`config.mk`:
```
export PLATFORM = sky130hd
export DESIGN_NAME = flash_pe_regs
export DESIGN_NICKNAME = d
export VERILOG_FILES = /design/src/rtl/flash_pe_pkg.sv /design/src/rtl/flash_pe_ctrl.sv /design/src/rtl/flash_pe_datapath.sv /design/src/rtl/flash_pe_regs.sv
export SDC_FILE = /design/constraint.sdc
export NUM_CORES = 1
export LEC_CHECK = 0
export ABC_AREA = 1
export BUFFER_PORTS_ARGS = -buffer_cell sky130_fd_sc_hd__buf_2
export CAP_MARGIN = 20
export CORE_UTILIZATION = 51
export DETAILED_ROUTE_END_ITERATION = 6
export PLACE_DENSITY = 0.83
export SLEW_MARGIN = 0
export SYNTH_ARGS = -nofsm -noshare
export SYNTH_HDL_FRONTEND = slang
export SYNTH_SLANG_ARGS = --single-unit
export TNS_END_PERCENT = 5
```
`constraint.sdc`:
```
create_clock -name clk -period 6.5 [get_ports clk]
set_input_delay 1.3 -clock clk [delete_from_list [all_inputs] [get_ports clk]]
set_output_delay 1.3 -clock clk [all_outputs]
set_load 0.05 [all_outputs]
```
`src/rtl/flash_pe_pkg.sv`:
```
package flash_pe_pkg;
  localparam int ADDR_W = 2;

  typedef enum logic [2:0] {
    PWR_ACTIVE    = 3'd0,
    PWR_SW_STBY   = 3'd1,
    PWR_SUB_ACT   = 3'd2,
    PWR_SUB_SLEEP = 3'd3,
    PWR_WATCH     = 3'd4
  } pwr_e;

  localparam logic [ADDR_W-1:0] ADDR_CTRL  = 2'd0;
  localparam logic [ADDR_W-1:0] ADDR_SETUP = 2'd1;
  localparam logic [ADDR_W-1:0] ADDR_SEL0  = 2'd2;

  // strobes from control decode to register datapath
  typedef struct packed {
    logic hardClr;
    logic clrSetup;
    logic clrSel;
    logic wrCtrl;
    logic wrSetup;
    logic wrSel;
  } strobe_t;
endpackage

```
`src/rtl/flash_pe_ctrl.sv`:
```
module flash_pe_ctrl
  import flash_pe_pkg::*;
(
  input  logic              hwStandby,
  input  logic [2:0]        pwrMode,
  input  logic              regWr,
  input  logic [ADDR_W-1:0] regAddr,
  output strobe_t           stb
);
  pwr_e mode;

  always_comb begin
    mode = pwr_e'(pwrMode);
    stb = '0;
    stb.hardClr = hwStandby;
    unique case (mode)
      PWR_SW_STBY, PWR_SUB_ACT, PWR_SUB_SLEEP: begin
        stb.clrSetup = 1'b1;
        stb.clrSel   = 1'b1;
      end
      PWR_WATCH: stb.clrSetup = 1'b1;
      default: ;
    endcase
    stb.wrCtrl  = regWr && (regAddr == ADDR_CTRL);
    stb.wrSetup = regWr && (regAddr == ADDR_SETUP);
    stb.wrSel   = regWr && (regAddr >= ADDR_SEL0);
  end
endmodule

```
`src/rtl/flash_pe_datapath.sv`:
```
module flash_pe_datapath
  import flash_pe_pkg::*;
#(
  parameter int DATA_W     = 8,
  parameter int NUM_BLOCKS = 16
) (
  input  logic                  clk,
  input  logic                  rstN,
  input  strobe_t               stb,
  input  logic                  errPulse,
  input  logic [ADDR_W-1:0]     regAddr,
  input  logic [DATA_W-1:0]     regWdata,
  output logic [DATA_W-1:0]     regRdata,
  output logic                  progSetupOut,
  output logic                  eraseSetupOut,
  output logic                  progExecOut,
  output logic                  eraseExecOut,
  output logic [NUM_BLOCKS-1:0] blockSelOut
);
  localparam int SEL_BYTES = NUM_BLOCKS / DATA_W;
  localparam int TOP_BIT   = DATA_W - 1;

  logic wrEnQ, progSetQ, eraseSetQ, progGoQ, eraseGoQ, errQ;
  logic wrEnD, progSetD, eraseSetD, progGoD, eraseGoD, errD;
  logic [NUM_BLOCKS-1:0] selQ, selD, selCand;
  logic [ADDR_W-1:0] selIdx;
  logic setupLegal;

  assign selIdx = regAddr - ADDR_SEL0;

  always_comb begin
    selCand = selQ;
    for (int b = 0; b < SEL_BYTES; b++)
      if (selIdx == ADDR_W'(b)) selCand[b*DATA_W +: DATA_W] = regWdata;
  end

  assign setupLegal = !(regWdata[1] && regWdata[0]) &&
                      !(regWdata[0] && eraseSetQ) &&
                      !(regWdata[1] && progSetQ);

  always_comb begin
    wrEnD = wrEnQ; progSetD = progSetQ; eraseSetD = eraseSetQ;
    progGoD = progGoQ; eraseGoD = eraseGoQ; selD = selQ;
    errD = errQ | errPulse;
    if (stb.wrCtrl) begin
      wrEnD    = regWdata[TOP_BIT];
      progGoD  = regWdata[0] && progSetQ && !errQ;
      eraseGoD = regWdata[1] && eraseSetQ && !errQ;
    end
    if (stb.wrSetup && wrEnQ && setupLegal) begin
      progSetD  = regWdata[0];
      eraseSetD = regWdata[1];
    end
    if (stb.wrSel && wrEnQ)
      selD = ($countones(selCand) > 1) ? '0 : selCand;
    if (!wrEnD || stb.clrSetup) begin
      progSetD = 1'b0; eraseSetD = 1'b0;
    end
    if (!wrEnD || stb.clrSel) selD = '0;
    if (!progSetD || errD)  progGoD  = 1'b0;
    if (!eraseSetD || errD) eraseGoD = 1'b0;
  end

  always_ff @(posedge clk or negedge rstN) begin
    if (!rstN) begin
      wrEnQ <= 1'b0; progSetQ <= 1'b0; eraseSetQ <= 1'b0;
      progGoQ <= 1'b0; eraseGoQ <= 1'b0; errQ <= 1'b0; selQ <= '0;
    end else if (stb.hardClr) begin
      wrEnQ <= 1'b0; progSetQ <= 1'b0; eraseSetQ <= 1'b0;
      progGoQ <= 1'b0; eraseGoQ <= 1'b0; errQ <= 1'b0; selQ <= '0;
    end else begin
      wrEnQ <= wrEnD; progSetQ <= progSetD; eraseSetQ <= eraseSetD;
      progGoQ <= progGoD; eraseGoQ <= eraseGoD; errQ <= errD; selQ <= selD;
    end
  end

  always_comb begin
    regRdata = '0;
    if (regAddr == ADDR_CTRL) begin
      regRdata[TOP_BIT] = wrEnQ;
      regRdata[1:0] = {eraseGoQ, progGoQ};
    end else if (regAddr == ADDR_SETUP) begin
      regRdata[TOP_BIT] = errQ;
      regRdata[1:0] = {eraseSetQ, progSetQ};
    end else begin
      for (int b = 0; b < SEL_BYTES; b++)
        if (selIdx == ADDR_W'(b)) regRdata = selQ[b*DATA_W +: DATA_W];
    end
  end

  assign progSetupOut  = progSetQ;
  assign eraseSetupOut = eraseSetQ;
  assign progExecOut   = progGoQ;
  assign eraseExecOut  = eraseGoQ;
  assign blockSelOut   = selQ;


  setup_excl_chk: assert property (@(posedge clk) disable iff (!rstN)
    $onehot0({progSetQ, eraseSetQ}));

  exec_needs_setup_chk: assert property (@(posedge clk) disable iff (!rstN)
    (progGoQ |-> progSetQ) and (eraseGoQ |-> eraseSetQ));

  sel_onehot_chk: assert property (@(posedge clk) disable iff (!rstN)
    $onehot0(selQ));

  err_sticky_chk: assert property (@(posedge clk) disable iff (!rstN)
    $past(errQ) && !$past(stb.hardClr) |-> errQ);

  err_exec_quiet_chk: assert property (@(posedge clk) disable iff (!rstN)
    errQ |-> !(progGoQ || eraseGoQ));

  wren_gate_chk: assert property (@(posedge clk) disable iff (!rstN)
    !wrEnQ |-> (selQ == '0) && !progSetQ && !eraseSetQ);
endmodule

```
`src/rtl/flash_pe_regs.sv`:
```
module flash_pe_regs
  import flash_pe_pkg::*;
#(
  parameter int DATA_W     = 8,
  parameter int NUM_BLOCKS = 16
) (
  input  logic                  clk,
  input  logic                  rstN,
  input  logic                  hwStandby,
  input  logic [2:0]            pwrMode,
  input  logic                  errPulse,
  input  logic                  regWr,
  input  logic [ADDR_W-1:0]     regAddr,
  input  logic [DATA_W-1:0]     regWdata,
  output logic [DATA_W-1:0]     regRdata,
  output logic                  progSetupOut,
  output logic                  eraseSetupOut,
  output logic                  progExecOut,
  output logic                  eraseExecOut,
  output logic [NUM_BLOCKS-1:0] blockSelOut
);
  strobe_t stb;

  flash_pe_ctrl u_ctrl (
    .hwStandby(hwStandby), .pwrMode(pwrMode), .regWr(regWr),
    .regAddr(regAddr), .stb(stb)
  );

  flash_pe_datapath #(.DATA_W(DATA_W), .NUM_BLOCKS(NUM_BLOCKS)) u_dp (
    .clk(clk), .rstN(rstN), .stb(stb), .errPulse(errPulse),
    .regAddr(regAddr), .regWdata(regWdata), .regRdata(regRdata),
    .progSetupOut(progSetupOut), .eraseSetupOut(eraseSetupOut),
    .progExecOut(progExecOut), .eraseExecOut(eraseExecOut),
    .blockSelOut(blockSelOut)
  );
endmodule

```
==> results of run 1 <==
-- final cells by class --
| cell class | instances | area [um2] |
|---|---|---|
| fill | 354 | 1585 |
| clock buffer | 3 | 41.29 |
| tap | 50 | 62.56 |
| sequential | 22 | 550.5 |
| multi-input combinational | 211 | 1277 |
| clock inverter | 1 | 30.03 |
| timing repair buffer | 47 | 240.2 |
| inverter | 72 | 270.3 |
-- worst max path at each step --
stage	endpoint	slack, ps	depth (start not counted)
after floorplan	u_dp.blockSelOut[14]$_DFFE_PN0P_	780	24
after global placement	u_dp.blockSelOut[9]$_DFFE_PN0P_	510	22
after detailed placement	u_dp.blockSelOut[14]$_DFFE_PN0P_	370	19
after CTS	u_dp.blockSelOut[14]$_DFFE_PN0P_	630	19
after global routing	u_dp.blockSelOut[8]$_DFFE_PN0P_	320	22
final	u_dp.blockSelOut[14]$_DFFE_PN0P_	600	19
-- per-layer routing --
layer,up-vias,track usage
met5,-,0
met4,0,0.07447
met3,8,0.05743
met2,97,0.4158
met1,925,0.3420
li1,1041,-
-- power breakdown --
group	internal, mW	switching, mW
Sequential	0.138	0.000905
Combinational	0.0440	0.0923
Clock	0.0824	0.0477
-- cells by family after synthesis --
logic type | count (synthesis) | synth area share
AOI/OAI and AO/OA | 23 | 0.07482
adders and majority gates | 24 | 0.1748
buffers and inverters | 84 | 0.1656
DFF | 22 | 0.2513
and+or+nand+nor | 164 | 0.3335
-- Yosys cell counts --
| master | n | area [um2] |
|---|---|---|
| buf_6 | 4 | 45.04 |
| nand3_1 | 40 | 200.2 |
| nand3_2 | 2 | 20.02 |
| a21oi_1 | 2 | 10.01 |
| clkbuf_1 | 2 | 7.510 |
| buf_8 | 1 | 15.01 |
| nand2_2 | 10 | 62.56 |
| o21ai_2 | 9 | 78.83 |
| or2_2 | 2 | 12.51 |
| dfrtp_1 | 22 | 550.5 |
| nor2_1 | 26 | 97.59 |
| inv_2 | 3 | 11.26 |
| nor2_2 | 6 | 37.54 |
| buf_2 | 5 | 25.02 |
| o2111ai_1 | 1 | 8.760 |
| nand2_1 | 77 | 289.0 |
| inv_1 | 67 | 251.5 |
| o21ai_1 | 2 | 10.01 |
| o22ai_1 | 7 | 43.79 |
| o211ai_1 | 1 | 7.510 |
| ha_1 | 13 | 162.7 |
| clkinv_1 | 2 | 7.510 |
| fa_1 | 11 | 220.2 |
| nor2_4 | 1 | 11.26 |
| o21ai_0 | 1 | 5.000 |
-- state kept, by name (all words and copies together) (netlist names) --
register and cells:
u_dp.eraseExecOut 1, u_dp.errQ 1, u_dp.progExecOut 1, u_dp.eraseSetupOut 1, u_dp.progSetupOut 1, u_dp.wrEnQ 1
u_dp.blockSelOut 16
-- stage by stage --
step	area [um2]	instances
final	2472	406
after global routing	2472	406
after CTS	2472	406
after detailed placement	2401	402
after global placement	2401	402
after floorplan	2191	317
-- critical path, delay by kind of cell --
family	cells	cell delay (ps)
AO/OA/AOI/OAI	1	280
AND/OR/NAND/NOR	5	1160
adder cells (fa/ha/maj)	7	2890
buffers and inverters	6	480
==> out/qor.log, run 1 <==
INFO  timing         grt_setup_unrepaired=false
INFO  setup_path     path_class=in2reg
INFO  floorplanning  core_region_area=4058um2
INFO  drt            drc=0
INFO  clock_network  cts_tree=yes
INFO  setup_path     crit_path_start=regAddr[1]
INFO  clock_network  holdBufCountCts=0
INFO  setup_path     cp_slowest_cell=fa_1
INFO  placement      dp_worst_setup_slack=367.8ps
INFO  floorplanning  die_boundary_width=67.54um
INFO  global_route   antenna_found_initial=0
INFO  placement      last_weighted_congestion_value_of_the_routability_driven_placer=0.8568
INFO  drt            drt_iter0_drc=225
INFO  cells_and_area num-nets-final=399
INFO  timing         final_hold_viol_count=0
INFO  cells_and_area flow.area_growth_from_synthesis=12.85%
INFO  clock_network  cts_htree_levels=1
INFO  clock_network  cts_setup_buffers=0
INFO  flow_run       drv_cap=0
INFO  pwr            static-leakage-power=1.536nW
INFO  synthesis      synthesis.instances=317
INFO  drt            detailroute.wirelength.met2=2.456mm
INFO  timing         tns=0ps
INFO  timing         finalSetupViolations=0
INFO  synthesis      synth_nets=359
INFO  drt            post_drt_wl_per_cell=12.76um
INFO  timing         timing.clock.skew=2.682ps
INFO  drt            routedLengthMet1=2.278mm
INFO  timing         layout_setup_ws=599.8ps
INFO  synthesis      syn_std_cell_area=2191um2
INFO  synthesis      ys_seq_elements=22
INFO  placement      placement.io_buffers=45
INFO  clock_network  ctsRootBufferMaster=clkbuf_8
INFO  pwr            design_power_total=0.4050mW
INFO  floorplanning  effective_utilization_at_floorplan=0.5399
INFO  floorplanning  floorplan.die.height=67.54um
INFO  global_route   grt_start_max_net_pins=23
INFO  drt            detailedRoute.firstPassIterationCount=6
INFO  clock_network  number_of_sinks_on_the_clock_net=22
INFO  drt            route.antenna.remaining_nets=0
INFO  floorplanning  fp.dieArea=4562um2
INFO  clock_network  cts_made_buffers=3
INFO  drt            top_layer=met4
INFO  pwr            power_per_cell_area=163.8nW/um2
INFO  drt            met3WireLength=384um
INFO  floorplanning  row_count=23
INFO  setup_path     worstPathArrival=6110ps
INFO  setup_path     setup.reg_to_reg.worst_slack=1840ps
INFO  clock_network  clock_latency=270ps
INFO  setup_path     timing.rr.end=u_dp.blockSelOut[14]$_DFFE_PN0P_
INFO  global_route   groute.usage.overall=0.2579
INFO  cells_and_area layout.cells.most_common_list=77 x nand2_1, 67 x inv_1, 45 x buf_2, 40 x nand3_1, 26 x nor2_1
INFO  timing         final_min_period_over_clock_period=0.9077
INFO  cells_and_area utilization=0.6093
INFO  setup_path     r2r_start=u_dp.blockSelOut[14]$_DFFE_PN0P_
INFO  drt            routed_vias=2071
INFO  hold_path      hold_end=u_dp.errQ$_DFF_PN0_
INFO  timing         maxSlewHeadroom=0.5539
INFO  timing         hold_slack=572.5ps
INFO  floorplanning  ioPinCount=46
INFO  global_route   grt_first_pass_wirelength=8.811mm
INFO  timing         maximum_operating_frequency=169.5MHz
INFO  setup_path     setup.worst_path.end_class=flop
INFO  cells_and_area final_layout_size_suffix_gt1_frac=0.2360
INFO  synthesis      postSynthAreaPerCell=6.911um2
INFO  drt            drt-vias-per-instance=5.101
INFO  hold_path      worst_hold_path_type=reg2reg
INFO  setup_path     startpoint_type=input port
INFO  global_route   vias_in_the_first_global_route=1995
INFO  setup_path     timing.reg2reg.worst_path_depth=18
INFO  hold_path      hold_start=u_dp.errQ$_DFF_PN0_
INFO  clock_network  postCtsResizedCells=0
INFO  drt            route.final.wire_length=5.180mm
INFO  run_status     run_status=finished, final reports clean
INFO  setup_path     crit_chain=buf_2 > nand2_2 > o21ai_1 > ha_1 > inv_1 > fa_1 > inv_1 > fa_1 > fa_1 > inv_1 > fa_1 > inv_1 > ha_1 > fa_1 > nand2_1 > nand3_1 > nand2_1 > clkinv_1 > nor2_1
INFO  clock_network  cts_buffer_depth=2
INFO  setup_path     critPathMaxFanout=22
INFO  cells_and_area antenna_cells_inserted=0
INFO  setup_path     worst_path_most_repeated_cell=fa_1
INFO  setup_path     cp.required=6710ps
INFO  global_route   global_route.overflow_total=0
INFO  synthesis      post_synth_num_cell_types=25
INFO  synthesis      synth-seq-area-share=0.2513
INFO  timing         worst_pin_slew=667.3ps
INFO  setup_path     timing.critical_path.slowest_cell_delay=550ps
INFO  synthesis      number_of_synthesis_warnings=0
INFO  hold_path      min_path_cells=2
INFO  timing         post-route-min-period=5900ps
INFO  clock_network  cts.reportedPaths.clkPinSlew=80ps
INFO  placement      dp_hpwl=3.921mm
INFO  pwr            worst_ir_drop_vdd=0.1343mV
INFO  cells_and_area mostFrequentLayoutCell=nand2_1
INFO  timing         maxSlewViolCount=0
No activity file was read; power rests on OpenSTA's default activity.
==> inputs of run 2 (changes only) <==
Settings changed: ABC_AREA 1 to 0, PLACE_DENSITY 0.83 to 0.85.
==> run 2 against run 1 <==
  * Design area decreased by 11%
  * Area after synthesis fell by 14%
  * Via count decreased by 28%
  * Sequential power about the same
  * Non-clock buffer count is 1 higher
  * First-iteration DRC count decreased by 39%
==> out/qor.log, run 2 <==
INFO  cells_and_area mostFrequentLayoutCell=buf_2
INFO  global_route   groute.usage.overall=0.2519 [-0.006041]
INFO  synthesis      main_combinational_cell_family_by_area_after_synthesis=adder cells
INFO  setup_path     setup.worst_path.end_class=flop
INFO  cells_and_area num-nets-final=256 [-36%]
INFO  setup_path     worstPathArrival=6180ps [+70 ps]
INFO  clock_network  clock_latency=280ps [about the same]
INFO  drt            routed_vias=1489 [-28%]
INFO  pwr            worst_ir_drop_vdd=0.08728mV [-35%]
INFO  clock_network  postCtsResizedCells=0 [unchanged]
INFO  setup_path     path_class=in2reg
INFO  timing         timing.clock.skew=6.144ps [+3.462 ps]
INFO  flow_run       drv_cap=0 [unchanged]
INFO  synthesis      postSynth.topFlopCell=dfrtp_1
INFO  clock_network  holdBufCountCts=0 [unchanged]
INFO  run_status     run_status=finished, final reports clean
INFO  drt            detailedRoute.firstPassIterationCount=4 [-2]
INFO  global_route   antenna_found_initial=0 [unchanged]
INFO  global_route   vias_in_the_first_global_route=1517 [-24%]
INFO  synthesis      ys_seq_elements=22 [unchanged]
INFO  synthesis      synth.area.mux_share=0.1764 [+0.1764]
INFO  floorplanning  fp.dieArea=3947um2 [-13%]
INFO  synthesis      postSynthAreaPerCell=11.23um2 [+63%]
INFO  synthesis      synth_simple_gate_area_frac=0.1446 [-0.1890]
INFO  synthesis      synth.cells.most_frequent=23 x inv_1, 22 x dfrtp_1, 20 x nor2_1
INFO  synthesis      synth_top_area_cell=dfrtp_1
INFO  pwr            design_power_total=0.3529mW [-13%]
INFO  setup_path     cp.required=6700ps [about the same]
INFO  timing         final_hold_viol_count=0 [unchanged]
INFO  clock_network  cts_htree_levels=1 [unchanged]
INFO  hold_path      hold_start=u_dp.errQ$_DFF_PN0_
INFO  drt            post_drt_wl_per_cell=16.95um [+33%]
INFO  drt            route.final.wire_length=4.391mm [-15%]
INFO  clock_network  ctsRootBufferMaster=clkbuf_8
INFO  floorplanning  row_count=21 [-8.7%]
INFO  clock_network  cts_made_buffers=3 [unchanged]
INFO  synthesis      synth_top_area_frac=0.2918 [+0.04049]
INFO  placement      dp_worst_setup_slack=259.8ps [-108.0 ps]
INFO  hold_path      worst_hold_path_type=reg2reg
INFO  clock_network  cts.reportedPaths.clkPinSlew=80ps [about the same]
INFO  drt            drt_iter0_drc=137 [-39%]
INFO  cells_and_area max_ffs_per_register=16 [unchanged]
INFO  global_route   grt_first_pass_wirelength=7.638mm [-13%]
INFO  cells_and_area antenna_cells_inserted=0 [unchanged]
INFO  drt            route.antenna.remaining_nets=0 [unchanged]
INFO  timing         maxSlewHeadroom=0.5424 [-0.01154]
INFO  synthesis      synthesis.instances=168 [-47%]
INFO  placement      placement.io_buffers=45 [unchanged]
INFO  synthesis      yosysMostFrequentCell=inv_1
INFO  floorplanning  ioPinCount=46 [unchanged]
INFO  synthesis      synth-edff-count=0 [unchanged]
INFO  floorplanning  effective_utilization_at_floorplan=0.5482 [+0.008232]
INFO  floorplanning  floorplan.die.height=62.83um [-7.0%]
INFO  cells_and_area area_occupied_by_multi_input_gates=1190um2 [-6.9%]
INFO  setup_path     r2r_start=u_dp.blockSelOut[12]$_DFFE_PN0P_
INFO  floorplanning  core_region_area=3442um2 [-15%]
INFO  setup_path     critPathMaxFanout=16 [-27%]
INFO  cells_and_area flow.area_growth_from_synthesis=16.78%
INFO  timing         final_min_period_over_clock_period=0.9192 [+0.01151]
INFO  drt            drt-vias-per-instance=5.749 [+13%]
INFO  cells_and_area utilization=0.6401 [+0.03082]
INFO  clock_network  cts_tree=yes
INFO  synthesis      number_of_synthesis_warnings=0 [unchanged]
INFO  global_route   global_route.overflow_total=0 [unchanged]
INFO  setup_path     crit_path_start=regAddr[0]
INFO  pwr            static-leakage-power=1.157nW [-25%]
INFO  synthesis      syn_std_cell_area=1887um2 [-14%]
INFO  timing         tns=0ps [unchanged]
INFO  clock_network  cts_buffer_depth=2 [unchanged]
INFO  timing         post-route-min-period=5975ps [+74.81 ps]
INFO  placement      last_weighted_congestion_value_of_the_routability_driven_placer=0.8858 [+3.4%]
INFO  cells_and_area storage_cell_area=550.5um2 [unchanged]
INFO  drt            drc=0 [unchanged]
INFO  clock_network  cts_setup_buffers=0 [unchanged]
INFO  timing         maxSlewViolCount=0 [unchanged]
INFO  synthesis      post_synth_num_cell_types=34 [+36%]
INFO  synthesis      post_synth_adder_cell_area=0.2029 [+0.02816]
INFO  timing         hold_slack=552.4ps [-20.12 ps]
INFO  pwr            power_per_cell_area=160.2nW/um2 [-2.2%]
INFO  synthesis      yosys.area_share.xor_xnor=0.004642 [+0.004642]
INFO  timing         layout_setup_ws=525.0ps [-74.81 ps]
INFO  clock_network  number_of_sinks_on_the_clock_net=22 [unchanged]
INFO  cells_and_area number_of_inserted_filler_cells_in_the_final_layout=276 [-22%]
INFO  synthesis      synthArstFlopShare=1.000 [unchanged]
INFO  setup_path     startpoint_type=input port
INFO  placement      dp_hpwl=3.368mm [-14%]
INFO  timing         grt_setup_unrepaired=false
INFO  cells_and_area layout.cells.most_common_list=45 x buf_2, 23 x inv_1, 22 x dfrtp_1, 20 x nor2_1
INFO  timing         worst_pin_slew=686.4ps [+19.09 ps]
INFO  cells_and_area final_layout_size_suffix_gt1_frac=0.3709 [+0.1349]
INFO  floorplanning  die_boundary_width=62.83um [-7.0%]
INFO  timing         finalSetupViolations=0 [unchanged]
INFO  timing         maximum_operating_frequency=167.4MHz [-1.3%]
INFO  global_route   grt_start_max_net_pins=23 [unchanged]
INFO  synthesis      post_synthesis_compound_gate_area_fraction=0.1021 [+0.02731]
INFO  synthesis      post_synth_main_area_contributors=dfrtp_1 29%, fa_1 12%, mux2_2 9.5%
INFO  synthesis      synth-seq-area-share=0.2918 [+0.04049]
INFO  synthesis      synth_nets=210 [-42%]
[run 2: cell count changes in the layout (fill, tap and decap cells not counted), moves of 7 or more]
cell	delta
nand2_1	-75
inv_1	-44
nand3_1	-40
a32oi_1	+16
mux2_2	+16
nand2_2	-9
o21ai_2	-8
o22ai_1	-7
[run 2: worst paths after layout]
check,end,slack [ps],depth (start not counted)
max,u_dp.blockSelOut[12]$_DFFE_PN0P_,530,17
min,u_dp.errQ$_DFF_PN0_,550,2
max reg2reg,u_dp.blockSelOut[12]$_DFFE_PN0P_,1760,17
min reg2reg,u_dp.errQ$_DFF_PN0_,550,2
max in group asynchronous,u_dp.blockSelOut[12]$_DFFE_PN0P_,5190,1
min in group asynchronous,u_dp.blockSelOut[14]$_DFFE_PN0P_,970,1
[run 2: cells by family (layout without fill, tap and decap cells)]
kind of cell,count (synthesis),after routing
simple gates,42,42
buf+inv,30,75
mux,26,26
fa+ha+maj,24,24
compound gates,23,23
flops,22,22
xor+xnor,1,1
[run 2: per-stage QoR]
step | cells | area (um2)
global route | 259 | 2203
global placement | 255 | 2132
detailed placement | 255 | 2132
CTS | 259 | 2203
floorplan | 168 | 1887
finish | 259 | 2203
[run 2: final cells by class]
class                      instances  area share
tap                               46     0.02612
sequential                        22      0.2499
clock buffer                       3     0.01874
multi-input combinational        116      0.5400
clock inverter                     1     0.01363
inverter                          23     0.03918
timing repair buffer              48      0.1124
[run 2: power by group]
part	leakage [nW]	switching [mW]	total, mW	internal [mW]
combinational	0.816	0.0469	0.0798	0.0328
clock	0.0357	0.0526	0.135	0.0825
sequential	0.306	0.000647	0.138	0.137
total	1.16	0.100	0.353	0.253
[run 2: critical path, stage by stage]
cell and delay [ps]:
buf_2 220, nand2b_1 410, mux2_2 420, ha_1 320
fa_1 500, fa_1 410, fa_1 510, inv_1 60
fa_1 530, inv_1 40, ha_1 210, fa_1 380
or2_2 300, o21ai_1 80, buf_4 230, a32oi_1 130
nor2_1 130
[run 2: per-layer routing]
metal | GRT usage | up-vias | part of all wire
met1 | 0.3380 | 725 | 0.43
met5 | 0 | - | 0
met4 | 0.09302 | 0 | 0.020
met2 | 0.4144 | 70 | 0.49
li1 | - | 687 | -
met3 | 0.03285 | 7 | 0.058
